### config.mk
export PLATFORM = sky130hd
export DESIGN_NAME = burst_addr_gen
export DESIGN_NICKNAME = d
export VERILOG_FILES = /design/src/rtl/burst_addr_pkg.sv /design/src/rtl/burst_ctrl.sv /design/src/rtl/burst_datapath.sv /design/src/rtl/burst_addr_gen.sv
export SDC_FILE = /design/constraint.sdc
export NUM_CORES = 1
export LEC_CHECK = 0
export BUFFER_PORTS_ARGS = -buffer_cell sky130_fd_sc_hd__buf_4
export CORE_MARGIN = 8
export CORE_UTILIZATION = 39
export DETAILED_ROUTE_END_ITERATION = 8
export GPL_ROUTABILITY_DRIVEN = 0
export PLACE_DENSITY_LB_ADDON = 0.05
export SETUP_SLACK_MARGIN = 0.1
export SYNTH_ARGS = -nofsm -noshare
export SYNTH_HDL_FRONTEND = slang
export SYNTH_SLANG_ARGS = --single-unit
### constraint.sdc
create_clock -name clk -period 1.01 [get_ports clk]
set_input_delay 0.303 -clock clk [delete_from_list [all_inputs] [get_ports clk]]
set_output_delay 0.303 -clock clk [all_outputs]
set_load 0.02 [all_outputs]
### src/rtl/burst_addr_pkg.sv
package burst_addr_pkg;
  localparam int OFS_W = 2;

  typedef struct packed {
    logic load;
    logic advance;
  } burstStrobes_t;
endpackage

### src/rtl/burst_ctrl.sv
module burst_ctrl
  import burst_addr_pkg::*;
(
  input  logic          loadN,
  input  logic          advN,
  output burstStrobes_t strobes
);
  always_comb begin
    strobes.load    = ~loadN;
    strobes.advance = loadN & ~advN;
  end
endmodule

### src/rtl/burst_datapath.sv
module burst_datapath
  import burst_addr_pkg::*;
#(
  parameter int ADDR_W = 20
) (
  input  logic              clk,
  input  logic              rstN,
  input  burstStrobes_t     strobes,
  input  logic              modeSel,
  input  logic [ADDR_W-1:0] addrIn,
  output logic [ADDR_W-1:0] wordAddr,
  output logic [OFS_W-1:0]  beatIdx
);
  localparam int HI_W = ADDR_W - OFS_W;

  logic [HI_W-1:0]  baseQ;
  logic [OFS_W-1:0] startQ;
  logic [OFS_W-1:0] beatQ;
  logic             modeQ;
  logic [OFS_W-1:0] lowBits;

  always_ff @(posedge clk) begin
    if (!rstN) begin
      baseQ  <= '0;
      startQ <= '0;
      beatQ  <= '0;
      modeQ  <= 1'b1;
    end else if (strobes.load) begin
      baseQ  <= addrIn[ADDR_W-1:OFS_W];
      startQ <= addrIn[OFS_W-1:0];
      beatQ  <= '0;
      modeQ  <= modeSel;
    end else if (strobes.advance) begin
      beatQ  <= beatQ + 1'b1;
    end
  end

  always_comb begin
    if (modeQ) lowBits = startQ ^ beatQ;
    else       lowBits = startQ + beatQ;
  end

  assign wordAddr = {baseQ, lowBits};
  assign beatIdx  = beatQ;
endmodule

### src/rtl/burst_addr_gen.sv
module burst_addr_gen
  import burst_addr_pkg::*;
#(
  parameter int ADDR_W = 20
) (
  input  logic              clk,
  input  logic              rstN,
  input  logic              loadN,
  input  logic              advN,
  input  logic              modeSel,
  input  logic [ADDR_W-1:0] addrIn,
  output logic [ADDR_W-1:0] wordAddr,
  output logic [1:0]        beatIdx
);
  burstStrobes_t strobes;

  burst_ctrl u_ctrl (
    .loadN   (loadN),
    .advN    (advN),
    .strobes (strobes)
  );

  burst_datapath #(.ADDR_W(ADDR_W)) u_dp (
    .clk      (clk),
    .rstN     (rstN),
    .strobes  (strobes),
    .modeSel  (modeSel),
    .addrIn   (addrIn),
    .wordAddr (wordAddr),
    .beatIdx  (beatIdx)
  );
endmodule

### Word level (Yosys, flattened, before mapping)

Cells that the tools add are included.

| operators by class | value |
|---|---|
| add/subtract/negate cells | 2 |
| muxes and demuxes | 1 |
| reduce and logical (&&, ||, !) cells | 1 |
| bitwise logic cells | 3 |

Operator list:

| operator | count |
|---|---|
| $add A2 B1 Y2 const B | 1 |
| $add A2 B2 Y2 | 1 |
| $mux W2 | 1 |
| $reduce_and A2 Y1 | 1 |
| $xor A2 B2 Y2 | 1 |
| $and A1 B1 Y1 | 1 |
| $not A1 Y1 | 1 |

| word-level totals | value |
|---|---|
| output and inout port bits | 22 |
| logic and storage cells | 11 |
| register bits | 23 |
| input bits | 25 |

### Longest topological paths before layout

| depth | value |
|---|---|
| depth after elaboration | 2 |
| gate-level depth with buffers | 4 |

### By module

From an unflattened synthesis, not the netlist that was laid out.

| second synthesis, totals | value |
|---|---|
| cells, all modules | 82 |
| area total of the unflattened synthesis | 964.7 µm² |

By module, submodules not included:

| module | area each (µm²) | sequential area each (µm²) | cells an instance | instances |
|---|---|---|---|---|
| burst_datapath | 947.2 | 460.4 | 80 | 1 |
| burst_ctrl | 17.5 | 0.0 | 2 | 1 |

### Worst setup path before layout

Ideal clock, no wire load.

| timing | value |
|---|---|
| path kind | flip-flop to output port |
| start point | register u_dp.beatQ[0] (netlist: u_dp.beatIdx[0]) |
| end point | output port wordAddr[1] |
| path buffers | 0 |
| setup slack | -0.382 ns |
| arrival | 1.089 ns |
| cell stages (with the launch flop) | 4 |
| cells stage by stage | dfxtp_1 -> ha_1 -> nor2b_1 -> xnor2_1 |

| on the way | value |
|---|---|
| word-level cells in the longest chain between the ends | 2 |

Ends and longest elaborated chain:

| item | RTL line | text |
|---|---|---|
| start: declaration | burst_datapath.sv:18 | `logic [OFS_W-1:0] beatQ;` |
| start signal: assignment | burst_datapath.sv:34 | `beatQ <= beatQ + 1'b1;` |
| $add A2 B2 Y2 | burst_datapath.sv:40 | `else lowBits = startQ + beatQ;` |
| $mux W2 | burst_datapath.sv:39 | `if (modeQ) lowBits = startQ ^ beatQ;` |
| end: declaration | burst_addr_gen.sv:12 | `output logic [ADDR_W-1:0] wordAddr,` |

Every way passes these cells.

### Final worst setup path

| timing | value |
|---|---|
| start point | register u_dp.startQ[0] |
| end point | output port wordAddr[1] |

| on the way | value |
|---|---|
| word-level cells in the longest chain between the ends | 2 |

Ends and longest elaborated chain:

| item | RTL line | text |
|---|---|---|
| start: declaration | burst_datapath.sv:17 | `logic [OFS_W-1:0] startQ;` |
| start signal: assignment | burst_datapath.sv:30 | `startQ <= addrIn[OFS_W-1:0];` |
| $add A2 B2 Y2 | burst_datapath.sv:40 |  |
| $mux W2 | burst_datapath.sv:39 |  |

Every way passes these cells.

==> flow_summary.yaml <==
status:
  outcome: "finished with violations"
  violations: "setup timing"
sta:
  fmax_ghz: 0.656
  fin_skew_ns: 0.000213
  worst_pin_slew_ns: 0.270
  finalSetupViolCount: 22
  timing.final.hold_violations: 0
  slew_headroom_pct: 81.9
  final-max-slew-violation-count: 0
  fin_crit_ns: 1.52
  fin_ws_ns: -0.513
  post-route-period-util_pct: 151
  grt_setup_unrepaired: "true"
setup_path:
  path_class: "reg2out"
  crit_slowest_cell: "dfxtp_2"
  path_cells: "ha_4 > nor2b_4 > xnor2_4 > buf_6"
  cp_num_buf_inv: 1
  critPathMaxStageDelay_ns: 0.37
  cp.arrival_ns: 1.22
  crit_required_ns: 0.71
  cp-start-kind: "flip-flop"
  reg2reg_slack_ns: 0.01
  cp_max_fo: 2
  endpoint_kind: "output port"
  path_delay_family: "flip-flops"
final_layout:
  layout-drive-gt1-share_pct: 63.4
  final_util_pct: 67.6
  layout_commonest_cell: "buf_4"
  num-nets-final: 158
  multi_input_area_um2: 472
  instances_no_fill: 159
  seqCellArea_um2: 489
  nFillCells: 190
  n_antenna_cell: 0
  area_growth_pct: 62.4
  most-common-layout-cells: "buf_4, buf_6, mux2i_1, nor2b_1, dfxtp_2"
floorplanning:
  core-area_um2: 2250
  initial_core_util_pct: 41.6
  dieArea_um2: 4230
  ioPinCount: 47
  die_w_um: 65.1
  rows: 17
  die_height_um: 65.1
clock_tree:
  clk_latency_ns: 0.30
  cts_htree_levels: 1
  cts-root-buf: "clkbuf_4"
  cts_tree: "yes"
  numCtsBuffers: 3
  postCtsHoldBufs: 0
  cts.path.max_buffers: 2
  cts.sinks: 23
  clkTransAtPathRegs_ns: 0.12
synthesis:
  yosys.area_share.simple_pct: 18.0
  yosys_register_bits: 23
  synth_top_family_by_area: "multiplexers"
  ys_seq_area_share_pct: 49.1
  synthXorXnorAreaFrac_pct: 2.80
  synth_warnings: 0
  syn_avg_cell_area_um2: 11.7
  synth.net_count: 106
  synth_mux_area_share_pct: 22.4
  synth_compound_area_share_pct: 0
  synth_fa_ha_area_share_pct: 1.33
  synth.distinct_cells: 14
  syn_area_um2: 938
  synthCells: 80
route:
  wl_per_cell_um: 13.6
  drc: 0
  wl_um: 2160
  antenna_left: 0
  dr_total_vias: 727
  via_per_inst: 4.57
  drtIter0Drc: 4
  dr.pass1.iters: 2
min_path:
  hold_class: "in2reg"
power_and_ir_drop:
  p_leak_nw: 0.703
  vdd_ir_drop_max_uv: 1110
  total_power_w: 0.00184
  p_per_area_nw_per_um2: 1210
global_routing:
  gr-usage-all-layers_pct: 10.3
  grt_overflow: 0
  antenna_found_initial: 0
  grt_pass1_vias: 798
  grt_max_degree: 23
  grt_pass1_wl_um: 3510
run:
  cap_violations: 0
placement:
  portBuffers: 46
  place_inst: 153
  dp_hpwl_um: 1660
[Yosys cell counts]
cell type	count	area, um^2
buf_6	1	11.3
nor3_2	1	10.0
buf_12	2	40.0
clkbuf_1	1	3.75
and2b_1	1	7.51
xnor2_1	3	26.3
nand2_2	1	6.26
buf_2	1	5.00
nor2b_1	22	138
ha_1	1	12.5
nor2_1	1	3.75
mux2i_1	21	210
nand2_1	1	3.75
dfxtp_1	23	460
[worst register-to-register path: stages, from the launching register on]
cell and delay [ns]:
dfxtp_2 0.36, buf_6 0.11, buf_4 0.12, buf_4 0.13, xnor2_2 0.14, nor2_1 0.06
[final timing paths]
kind	start	endpoint	cells after the start
max	u_dp.startQ[0]	wordAddr[1]	4
min	modeSel	u_dp.modeQ	3
max reg2reg	u_dp.beatIdx[1]	u_dp.beatIdx[1]	5
min reg2reg	u_dp.baseQ[13]	u_dp.baseQ[13]	2
[cell families (layout without fill, tap and decap cells)]
kind of cell,count (synthesis),count (layout)
DFF,23,23
buffers and inverters,5,56
adders and majority gates,1,1
and+or+nand+nor,27,27
muxes,21,21
xor gates and xnor gates,3,3
[layer usage]
metal  vias up  global-route usage [%]  routed length [um]
met4         0                    1.63                   9
met1       334                    9.93                 831
li1        362                       -                   -
met2        29                    17.6                1020
met5         -                       0                   0
met3         2                    7.56                 300
[area by class of cell]
type	count	share of cell area [%]
repair buffers	52	32.9
flip-flops and latches	23	32.1
multi-input cells	52	31.0
well taps	28	2.30
clock buffers	4	1.72
[metrics by stage]
step                      hold slack [ns]  cell area, um^2  setup TNS [ns]  setup slack [ns]
final                               0.233             1520           -2.33            -0.513
after detailed placement            0.512             1360          -0.268            -0.246
after CTS                           0.233             1510           -2.60            -0.528
after floorplan                     0.428              988          -0.148            -0.148
after global placement              0.499             1360          -0.228            -0.227
after global routing                0.233             1520           -3.29            -0.558
[registers in the layout (all words and copies together) (netlist names)]
register      cells
u_dp.startQ       2
u_dp.modeQ        1
u_dp.baseQ       18
u_dp.beatIdx      2
[report_power, final]
| group | leakage (nW) | switching [W] | internal [W] | total [W] |
|---|---|---|---|---|
| Sequential | 0.198 | 0.0000386 | 0.000967 | 0.00101 |
| Combinational | 0.491 | 0.000177 | 0.000254 | 0.000431 |
| Clock | 0.0150 | 0.000253 | 0.000154 | 0.000407 |
| Total | 0.703 | 0.000469 | 0.00138 | 0.00184 |
[what timing repair did]
item | in CTS | in global routing
resized for setup | 43 | 1
pin swaps | 1 | 0
setup endpoints to repair | 23 | 24
buffers inserted | 1 | 1
cloned | 0 | 0
(Power assumes the default switching activity.)
